<file path="src/rtl/adc_rd_pkg.sv">
package adc_rd_pkg;

  // Strobes from the control section to the datapath.
  typedef struct packed {
    logic loadOut;   // publish staged results (busy fell)
    logic present;   // put the selected word on the bus register
  } rdStb_t;

endpackage

</file>
<file path="src/rtl/adc_rd_ctrl.sv">
module adc_rd_ctrl
  import adc_rd_pkg::*;
#(
  parameter int WORDS = 16,
  localparam int PTR_W = $clog2(WORDS)
) (
  input  logic             clk,
  input  logic             rstN,
  input  logic             busy,
  input  logic             csN,
  input  logic             rdN,
  output rdStb_t           stb,
  output logic [PTR_W-1:0] wordSel,
  output logic             busOe
);

  localparam logic [PTR_W-1:0] LAST = PTR_W'(WORDS - 1);

  logic busyQ;
  logic actNow;
  logic actQ;
  logic [PTR_W-1:0] ptrQ;

  assign actNow = !csN && !rdN;

  always_ff @(posedge clk) begin
    if (!rstN) begin
      busyQ <= 1'b0;
      actQ  <= 1'b0;
    end else begin
      busyQ <= busy;
      actQ  <= actNow;
    end
  end

  always_comb begin
    stb.loadOut = busyQ && !busy;
    stb.present = actNow && !actQ;
  end

  // Word pointer: reset on publish, otherwise step per strobe with wrap.
  always_ff @(posedge clk) begin
    if (!rstN) begin
      ptrQ <= '0;
    end else if (stb.loadOut) begin
      ptrQ <= '0;
    end else if (stb.present) begin
      ptrQ <= (ptrQ == LAST) ? '0 : ptrQ + 1'b1;
    end
  end

  assign wordSel = ptrQ;
  assign busOe   = actQ;

  p_release_r1: assert property (@(posedge clk) disable iff (!rstN)
    (csN || rdN) |=> !busOe);

  p_drive_r1: assert property (@(posedge clk) disable iff (!rstN)
    (!csN && !rdN) |=> busOe);

  p_hold_r2: assert property (@(posedge clk) disable iff (!rstN)
    (!stb.present && !stb.loadOut) |=> $stable(wordSel));

  p_step_r5: assert property (@(posedge clk) disable iff (!rstN)
    (stb.present && !stb.loadOut && wordSel != LAST) |=>
      wordSel == $past(wordSel) + 1'b1);

  p_wrap_r6: assert property (@(posedge clk) disable iff (!rstN)
    (stb.present && !stb.loadOut && wordSel == LAST) |=> wordSel == '0);

  p_restart_r8: assert property (@(posedge clk) disable iff (!rstN)
    (busyQ && !busy) |=> wordSel == '0);

endmodule

</file>
<file path="src/rtl/adc_rd_datapath.sv">
module adc_rd_datapath
  import adc_rd_pkg::*;
#(
  parameter int NUM_CH = 8,
  parameter int RES_W  = 18,
  parameter int BUS_W  = 16,
  localparam int WORDS = 2 * NUM_CH,
  localparam int PTR_W = $clog2(WORDS),
  localparam int LSB_W = RES_W - BUS_W
) (
  input  logic                    clk,
  input  logic                    rstN,
  input  logic                    loadStb,
  input  logic [NUM_CH*RES_W-1:0] resIn,
  input  rdStb_t                  stb,
  input  logic [PTR_W-1:0]        wordSel,
  output logic [BUS_W-1:0]        dataQ,
  output logic                    firstQ
);

  logic [RES_W-1:0] stageReg [NUM_CH];
  logic [RES_W-1:0] outReg   [NUM_CH];
  logic [BUS_W-1:0] wordArr  [WORDS];
  logic             halfQ;

  for (genvar ch = 0; ch < NUM_CH; ch++) begin : g_ch
    always_ff @(posedge clk) begin
      if (!rstN) begin
        stageReg[ch] <= '0;
        outReg[ch]   <= '0;
      end else begin
        if (loadStb)     stageReg[ch] <= resIn[ch*RES_W +: RES_W];
        if (stb.loadOut) outReg[ch]   <= stageReg[ch];
      end
    end

    assign wordArr[2*ch]     = outReg[ch][RES_W-1:LSB_W];
    assign wordArr[2*ch + 1] = {{(BUS_W-LSB_W){1'b0}}, outReg[ch][LSB_W-1:0]};
  end

  always_ff @(posedge clk) begin
    if (!rstN) begin
      dataQ  <= '0;
      firstQ <= 1'b0;
      halfQ  <= 1'b0;
    end else if (stb.present) begin
      dataQ  <= wordArr[wordSel];
      firstQ <= (wordSel == '0);
      halfQ  <= wordSel[0];
    end
  end

  p_lsb_pad_r4: assert property (@(posedge clk) disable iff (!rstN)
    (stb.present && wordSel[0]) |=> dataQ[BUS_W-1:LSB_W] == '0);

  p_first_upper_r9: assert property (@(posedge clk) disable iff (!rstN)
    firstQ |-> !halfQ);

  p_stage_hidden_r7: assert property (@(posedge clk) disable iff (!rstN)
    !stb.loadOut |=> $stable(outReg[0]));

endmodule

</file>
<file path="src/rtl/adc_par_readout.sv">
module adc_par_readout
  import adc_rd_pkg::*;
#(
  parameter int NUM_CH = 8,
  parameter int RES_W  = 18,
  parameter int BUS_W  = 16,
  localparam int WORDS = 2 * NUM_CH,
  localparam int PTR_W = $clog2(WORDS)
) (
  input  logic                    clk,
  input  logic                    rstN,
  input  logic                    busy,
  input  logic                    loadStb,
  input  logic [NUM_CH*RES_W-1:0] resIn,
  input  logic                    csN,
  input  logic                    rdN,
  output logic [BUS_W-1:0]        busData,
  output logic                    busOe,
  output logic                    firstData
);

  rdStb_t           stb;
  logic [PTR_W-1:0] wordSel;
  logic [BUS_W-1:0] dataQ;
  logic             firstQ;

  adc_rd_ctrl #(.WORDS(WORDS)) ctrl_i (
    .clk(clk), .rstN(rstN), .busy(busy), .csN(csN), .rdN(rdN),
    .stb(stb), .wordSel(wordSel), .busOe(busOe)
  );

  adc_rd_datapath #(.NUM_CH(NUM_CH), .RES_W(RES_W), .BUS_W(BUS_W)) dp_i (
    .clk(clk), .rstN(rstN), .loadStb(loadStb), .resIn(resIn),
    .stb(stb), .wordSel(wordSel), .dataQ(dataQ), .firstQ(firstQ)
  );

  assign busData   = busOe ? dataQ : '0;
  assign firstData = busOe && firstQ;

  p_first_needs_oe_r9: assert property (@(posedge clk) disable iff (!rstN)
    firstData |-> busOe);

endmodule

</file>
<file path="config.mk">
export PLATFORM = sky130hd
export DESIGN_NAME = adc_par_readout
export DESIGN_NICKNAME = d
export VERILOG_FILES = /design/src/rtl/adc_rd_pkg.sv /design/src/rtl/adc_rd_ctrl.sv /design/src/rtl/adc_rd_datapath.sv /design/src/rtl/adc_par_readout.sv
export SDC_FILE = /design/constraint.sdc
export NUM_CORES = 1
export LEC_CHECK = 0
export BUFFER_PORTS_ARGS = -buffer_cell sky130_fd_sc_hd__buf_4
export CELL_PAD_IN_SITES_DETAIL_PLACEMENT = 1
export CELL_PAD_IN_SITES_GLOBAL_PLACEMENT = 1
export CORE_MARGIN = 2
export CORE_UTILIZATION = 48
export DETAILED_ROUTE_END_ITERATION = 10
export PLACE_DENSITY = 0.8
export SYNTH_ARGS = -nofsm -noshare
export SYNTH_HDL_FRONTEND = slang
export SYNTH_SLANG_ARGS = --single-unit
</file>
<file path="constraint.sdc">
create_clock -name clk -period 11.15 [get_ports clk]
set_input_delay 2.23 -clock clk [delete_from_list [all_inputs] [get_ports clk]]
set_output_delay 2.23 -clock clk [all_outputs]
set_load 0.05 [all_outputs]
</file>
Yosys cells after proc, flatten, opt, wreduce, memory -nomap -nowiden
Memories as Yosys holds them, arrays and structs flattened. Index checks and enable logic that the tools add are counted.

Equal/unequal tests: 1. Add/subtract/negate cells: 1. Reductions and logical operators: 10. Mux-type cells: 28. Bitwise operators: 18. $lt $le $gt $ge: 1.

Operators with widths (count): $mux 18 (16); $bmux 16 s4 (1); $mux 16 (3); $or 1x1->1 (16); $mux 1 (7); $ge 5x5->1 const B (1); $not 4->5 (1); $add 4x1->4 const B (1); $eq 4x4->1 const B (1); $logic_and 1x1->1 (4); $logic_not 1->1 (4); $logic_not 4->1 (1); $mux 4 (1); $reduce_or 2->1 (1); $not 1->1 (1).

Memory bits (writable): 288. Memories: 2. Input bits: 150. Output and inout bits: 18. Logic and storage cells: 66. Register bits after elaboration: 23.

Memory list: dp_i.outReg (depth 8, width 18, read ports 8, clocked after Yosys merged registers in 0, write ports 8, RTL line adc_rd_datapath.sv:22) `logic [RES_W-1:0] outReg [NUM_CH];`; dp_i.stageReg (depth 8, width 18, read ports 8, clocked after Yosys merged registers in 0, write ports 8, RTL line adc_rd_datapath.sv:21) `logic [RES_W-1:0] stageReg [NUM_CH];`.

Depth between registers and ports, before layout
Gate-level depths: netlist (run 1).

Depth in word-level cells: 6. Depth in mapped cells: 6.

Modules after synthesis
Synthesis (run 1) repeated with hierarchy kept, for this count alone.

Cells, all modules: 817. Area total of the unflattened synthesis: 12782.3 sq um.

Modules (own cells, without submodules): adc_rd_datapath (seq. area each 8988.6 sq um, area an instance 12376.9 sq um, cells an instance 772, times used 1); adc_rd_ctrl (seq. area each 120.1 sq um, area an instance 271.5 sq um, cells an instance 27, times used 1); adc_par_readout (seq. area each 0.0 sq um, area an instance 133.9 sq um, cells an instance 18, times used 1).

Least setup slack after synthesis (run 1)
OpenSTA, ideal clock, no wires.

Kind: input -> register. Start point: input port busy. End point: memory dp_i.outReg[0][0] (enable). Cell stages on the path: 1. Arrival time: 8690 ps. Path slack: 1789 ps. Setup time: 672 ps. Cell sequence: o21ai_1.

RTL lines: from (decl) (RTL line adc_par_readout.sv:12) `input logic busy,`; to (decl) (RTL line adc_rd_datapath.sv:22).

==> results.py, run 1 <==
metrics = {
    "layout": {
        "drive_gt1_share_pct": 26.4,
        "fin_util_pct": 58.3,
        "n_antenna_cell": 0,
        "nets": 1109,
        "area_growth_pct": 19.5,
    },
    "yosys": {
        "synth_warnings": 0,
        "synth_top_area_share_pct": 68.0,
        "ys_seq_elements": 311,
        "synth_area_leaders": "edfxtp_1 68%, and2_1 8.0%, and3_1 7.1%, mux4_2 5.0%, dfxtp_1 3.6%",
        "synth_cells": 813,
        "yosysUniqueCellTypes": 38,
        "ys_seq_area_share_pct": 71.6,
        "avgSynthCellArea_um2": 15.6,
        "syn_nets": 965,
        "syn-cell-area_um2": 12700,
        "yosysTopAreaCell": "edfxtp_1",
    },
    "timing": {
        "setup_viol": 0,
        "post-route-period-util_pct": 37.6,
        "fin_worst_skew_ns": 0.0104,
        "holdWs_ns": 0.469,
        "period_needed_ns": 4.19,
        "finalHoldViolCount": 0,
        "grt_setup_unrepaired": "false",
        "drv_slew": 0,
        "worstMarginPinSlew_ns": 1.20,
        "max_freq_ghz": 0.239,
        "tns_ns": 0,
        "relSlewSlack_pct": 19.9,
    },
    "min_path": {
        "holdPathStages": 2,
        "min_to": "dp_i.firstQ",
        "min-delay-start": "dp_i.firstQ",
        "min_path_type": "reg2reg",
    },
    "floorplan": {
        "die_area_um2": 27800,
        "core_um2": 26100,
        "rows": 59,
        "dieWidth_um": 167,
        "ios": 168,
        "start_util_pct": 48.8,
        "dieHeight_um": 167,
    },
    "grt": {
        "antenna_found_initial": 0,
        "grt_max_degree": 114,
        "grt_pass1_vias": 7590,
        "grt_pass1_wl_um": 44400,
        "grt_overflow": 0,
        "grt_util_all_layers_pct": 20.8,
    },
    "route": {
        "ant_nets": 0,
        "viasPerCell": 5.35,
        "dr_wl_met3_um": 1410,
        "dr.max_layer_used": "met4",
        "drc": 0,
        "wl_met2_um": 14900,
        "wl_um": 28700,
        "wl_met1_um": 12000,
        "drt-pass1-iter-count": 5,
        "vias": 7047,
        "wl_per_cell_um": 21.8,
        "drt_iter0_drc": 536,
    },
    "clock_tree": {
        "clock_latency_ns": 0.56,
        "cts_resized": 0,
        "clock-sinks": 311,
        "cts_max_path_buffers": 3,
        "post_cts_buffers": 0,
        "root_buffer": "clkbuf_16",
        "cts_tree": "built",
        "cts_max_level": 1,
        "cts_buffers": 30,
        "clk_pin_slew_ns": 0.06,
        "ctsHoldBuffers": 0,
    },
    "critical_path": {
        "max_stage_delay_ns": 0.85,
        "cp-end-kind": "flip-flop",
        "critical_path_buf_inv_count": 3,
        "rr_startpoint": "ctrl_i.busyQ",
        "r2r_slack_ns": 8.48,
        "cp_max_fo": 80,
        "cp_top_family": "buffers and inverters",
        "crit_path_start_kind": "input pin",
        "critPathSlowestCell": "buf_4",
        "arrival_ns": 4.37,
        "reg2reg_to": "dp_i.outReg[0][1]",
        "reg2reg_depth": 4,
        "worstSetupPathType": "in2reg",
        "cpMostUsedCell": "buf_4",
        "worstPathCellList": "buf_4 > o21ai_4 > buf_4 > buf_4",
        "required_ns": 11.32,
    },
    "pwr": {
        "switching_power_w": 0.000529,
        "p_sw_share_pct": 20.6,
        "power.share.clock_pct": 40.4,
        "p_seq_share_pct": 54.1,
        "internal_power_w": 0.00203,
        "p_leak_nw": 6.23,
        "ir_drop_mv": 0.115,
        "combPwrFrac_pct": 5.5,
        "power_density_nw_per_um2": 168,
    },
    "placement": {
        "gp_congestion": 0.764,
        "port_buffers": 167,
        "hpwl_um": 19000,
    },
    "job": {
        "drv_cap": 0,
    },
    "status": {
        "status": "complete, no violations",
    },
}
-- power groups by stage --
| stage | Clock (W) | Sequential, W | Combinational [W] |
|---|---|---|---|
| after floorplan | 0 | 0.00140 | 0.0000748 |
| after global placement | 0 | 0.00140 | 0.000136 |
| after detailed placement | 0 | 0.00141 | 0.000142 |
| after CTS | 0.00105 | 0.00139 | 0.000143 |
| after global routing | 0.00109 | 0.00139 | 0.000154 |
| final | 0.00103 | 0.00138 | 0.000141 |
-- cell type report --
class	count	area, um^2
fill	2433	10900
sequential	311	9110
multi-input combinational	436	3320
timing repair buffer	175	1310
clock buffer	46	946
tap	335	419
clock inverter	10	82.6
inverter	3	11.3
-- cell usage after synthesis, drive strengths merged --
cell / n
and2: 163
nor3: 3
o21ai: 19
dfxtp: 23
a311oi: 1
buf: 14
ha: 2
clkbuf: 49
nor3b: 2
nor2: 5
edfxtp: 288
a21o: 1
nor4: 1
a21oi: 5
nand3: 5
nand2b: 2
mux2i: 22
a2bb2oi: 2
inv: 3
nand3b: 1
a211oi: 2
a21boi: 1
mux4: 32
and3: 144
or3: 1
nor2b: 1
nand2: 20
xor2: 1
-- worst min-delay path: stages (launching register included) --
cell and delay (ns):
dfxtp_1 0.31, nand2_1 0.05, a21boi_0 0.06
-- logic make-up after synthesis --
logic type	after synthesis	synth area share (%)
simple gates	348	16.8
xor+xnor	1	0.0689
mux	54	7.52
fa+ha+maj	2	0.197
flops	311	71.6
compound gates	31	1.39
buf+inv	66	2.44
-- cells in the final DEF (no fill, tap or decap), types with 2 or more instances in the layout --
master	instances
a211oi_1	2
a21oi_1	5
a2bb2oi_1	2
and2_1	162
and3_1	144
buf_4	175
clkbuf_1	7
clkbuf_16	34
clkbuf_8	5
clkinv_2	6
dfxtp_1	21
dfxtp_2	2
edfxtp_1	288
ha_1	2
inv_1	3
mux2i_1	22
mux4_1	4
mux4_2	28
nand2_1	20
nand3_1	5
nor2_1	5
nor3_1	2
o21ai_0	8
o21ai_1	10
-- flip-flops by register name (all words and copies together) (netlist names) --
register / flops
dp_i.outReg: 144
dp_i.stageReg: 144
ctrl_i.busyQ: 1
ctrl_i.wordSel: 4
dp_i.firstQ: 1
dp_i.dataQ: 16
ctrl_i.busOe: 1
-- layer usage --
layer  global-route usage [%]  vias to the layer above
met2                     36.7                      208
met5                        0                        -
met1                     27.7                     3500
met3                     2.52                       33
li1                         -                     3306
met4                     5.17                        0
-- per-stage QoR --
step | instance area (um^2) | instances | setup slack (ns) | total power [W]
6_report | 15200 | 1316 | 6.96 | 0.00256
5_1_grt | 15200 | 1316 | 6.83 | 0.00264
4_1_cts | 15200 | 1316 | 6.97 | 0.00258
3_5_place_dp | 14200 | 1260 | 6.39 | 0.00155
3_3_place_gp | 14200 | 1260 | 6.56 | 0.00154
2_1_floorplan | 12700 | 813 | 1.79 | 0.00148
-- worst max-delay path by stage --
stage / start / end / slack [ns] / depth (start not counted)
floorplan: busy / dp_i.outReg[0][0] / 1.79 / 1
global placement: rstN / dp_i.outReg[0][19] / 6.56 / 4
detailed placement: rstN / dp_i.outReg[0][3] / 6.39 / 4
CTS: rstN / dp_i.outReg[0][35] / 6.97 / 4
global route: rstN / dp_i.outReg[1][19] / 6.83 / 4
finish: rstN / dp_i.outReg[0][1] / 6.96 / 4
No activity file was read; power rests on OpenSTA's default activity.
==> run 2: changes to the inputs <==
Clock period 11.15 ns to 4.25 ns, I/O delays scaled along.
==> run 2 against run 1 <==
  * Combinational power increased to 2.7 times the previous value
  * Global-route usage increased by 0.24 points
  * Largest power group unchanged
  * Register-to-register slack got worse by 6.6 ns
  * Critical path depth decreased by 2
  * Sequential share of layout area decreased by 0.23 points
  * First-iteration DRC count increased by 6.2%
  * Setup slack got worse by 5.3 ns
  * Core utilization increased by 0.23 points
  * Clock-buffer cell count decreased by 1
  * Critical endpoint is now busData[10]
==> results.py, run 2 (synthesis results as in run 1) <==
metrics = {
    "critical_path": {
        "reg2reg_depth": 4,
        "max_stage_delay_ns": 0.70,
        "required_ns": 3.40,
        "cp_max_fo": 20,
        "worstPathCellList": "and2_1 > buf_4",
        "arrival_ns": 1.73,
        "cp-end-kind": "primary output",
        "cp_num_cells": 2,
        "cp_top_family": "flip-flops",
        "crit_path_start_kind": "flip-flop",
        "worstSetupPathType": "reg2out",
        "critical_path_buf_inv_count": 1,
        "critPathSlowestCell": "dfxtp_1",
    },
    "layout": {
        "layout_commonest_cell": "edfxtp_1",
        "num-fill-cells": 2436,
        "drive_gt1_share_pct": 26.2,
        "final_area_um2": 15300,
        "n_antenna_cell": 0,
        "final_cell_mix": "288 x edfxtp_1, 176 x buf_4, 162 x and2_1",
        "reg.largest.list": "dp_i.outReg: 144 flops, dp_i.stageReg: 144 flops, dp_i.dataQ: 16 flops",
        "nets": 1114,
        "area_growth_pct": 20.0,
    },
    "timing": {
        "grt_setup_unrepaired": "false",
        "post-route-period-util_pct": 60.7,
        "period_needed_ns": 2.58,
        "finalHoldViolCount": 0,
        "worstMarginPinSlew_ns": 1.18,
        "fin_worst_skew_ns": 0.0122,
        "max_freq_ghz": 0.388,
        "setup_viol": 0,
        "tns_ns": 0,
        "drv_slew": 0,
        "relSlewSlack_pct": 21.3,
    },
    "status": {
        "status": "complete, no violations",
    },
    "route": {
        "viasPerCell": 5.40,
        "drt-pass1-iter-count": 7,
        "dr_wl_met3_um": 1480,
        "dr.max_layer_used": "met4",
        "wl_met1_um": 12100,
        "wl_um": 29300,
        "wl_met2_um": 15100,
        "drt_iter0_drc": 569,
        "wl_per_cell_um": 22.1,
        "ant_nets": 0,
        "vias": 7145,
        "drc": 0,
    },
    "min_path": {
        "min_path_type": "reg2reg",
        "holdPathStages": 2,
    },
    "clock_tree": {
        "cts_max_path_buffers": 3,
        "cts_resized": 0,
        "cts_max_level": 1,
        "cts_tree": "built",
        "ctsHoldBuffers": 0,
        "clock_latency_ns": 0.55,
        "root_buffer": "clkbuf_16",
        "clock-sinks": 311,
        "post_cts_buffers": 0,
        "cts_buffers": 31,
        "clk_pin_slew_ns": 0.06,
    },
    "grt": {
        "grt_util_all_layers_pct": 21.1,
        "grt_pass1_vias": 7650,
        "grt_max_degree": 149,
        "grt_pass1_wl_um": 44700,
        "antenna_found_initial": 0,
        "grt_overflow": 0,
    },
    "floorplan": {
        "dieHeight_um": 167,
        "rows": 59,
        "dieWidth_um": 167,
        "start_util_pct": 48.8,
        "core_um2": 26100,
        "die_area_um2": 27800,
        "ios": 168,
    },
    "placement": {
        "gp_congestion": 0.742,
        "hpwl_um": 19000,
        "port_buffers": 167,
        "place_area_um2": 14200,
    },
    "pwr": {
        "power_density_nw_per_um2": 441,
        "ir_drop_mv": 0.289,
        "p_leak_nw": 6.25,
    },
    "job": {
        "drv_cap": 0,
    },
}
## run 2: stage by stage
step | total power [W] | setup WS (ns) | hold slack (ns) | utilization [%] | cells
after floorplan | 0.00386 | 0.563 | 0.416 | - | 813
after global placement | 0.00405 | 1.46 | 0.430 | 54.7 | 1264
after detailed placement | 0.00408 | 1.35 | 0.456 | 54.7 | 1264
after CTS | 0.00678 | 1.63 | 0.463 | 58.6 | 1322
after global routing | 0.00693 | 1.56 | 0.486 | 58.6 | 1322
final | 0.00673 | 1.67 | 0.457 | 58.6 | 1322
## run 2: where the power goes
part | leakage [nW] | internal [W] | total, W | switching (W)
clock network | 0.498 | 0.00161 | 0.00272 | 0.00111
logic | 2.52 | 0.000179 | 0.000379 | 0.000200
registers | 3.23 | 0.00356 | 0.00363 | 0.0000760
total | 6.25 | 0.00535 | 0.00673 | 0.00138
## run 2: worst paths after layout
check                                       to              start  slack (ns)
worst max-delay path               busData[10]       ctrl_i.busOe        1.67
worst min register to register     dp_i.firstQ        dp_i.firstQ        0.46
worst max register to register  dp_i.dataQ[11]  ctrl_i.wordSel[1]        1.84
worst min-delay path               dp_i.firstQ        dp_i.firstQ        0.46
## run 2: routing by layer
| metal | vias to the layer above | global-route usage [%] |
|---|---|---|
| li1 | 3314 | - |
| met1 | 3578 | 28.1 |
| met2 | 220 | 37.0 |
| met3 | 33 | 2.50 |
| met4 | 0 | 5.32 |
| met5 | - | 0 |
## run 2: area by class of cell
type                            instances  area (um^2)  area share, %
Clock inverter                         13          141          0.926
Sequential cell                       311         9110           59.7
Timing Repair Buffer                  179         1380           9.05
Clock buffer                           45          878           5.76
Multi-Input combinational cell        436         3320           21.7
Tap cell                              335          419           2.75
Inverter                                3         11.3         0.0738
## run 2: worst register-to-register path: cells and delay by family, from the launching register on
| kind | cells | cell delay, ns |
|---|---|---|
| mux | 2 | 0.87 |
| flops | 1 | 0.75 |
| buf+inv | 1 | 0.51 |
| compound gates | 1 | 0.13 |
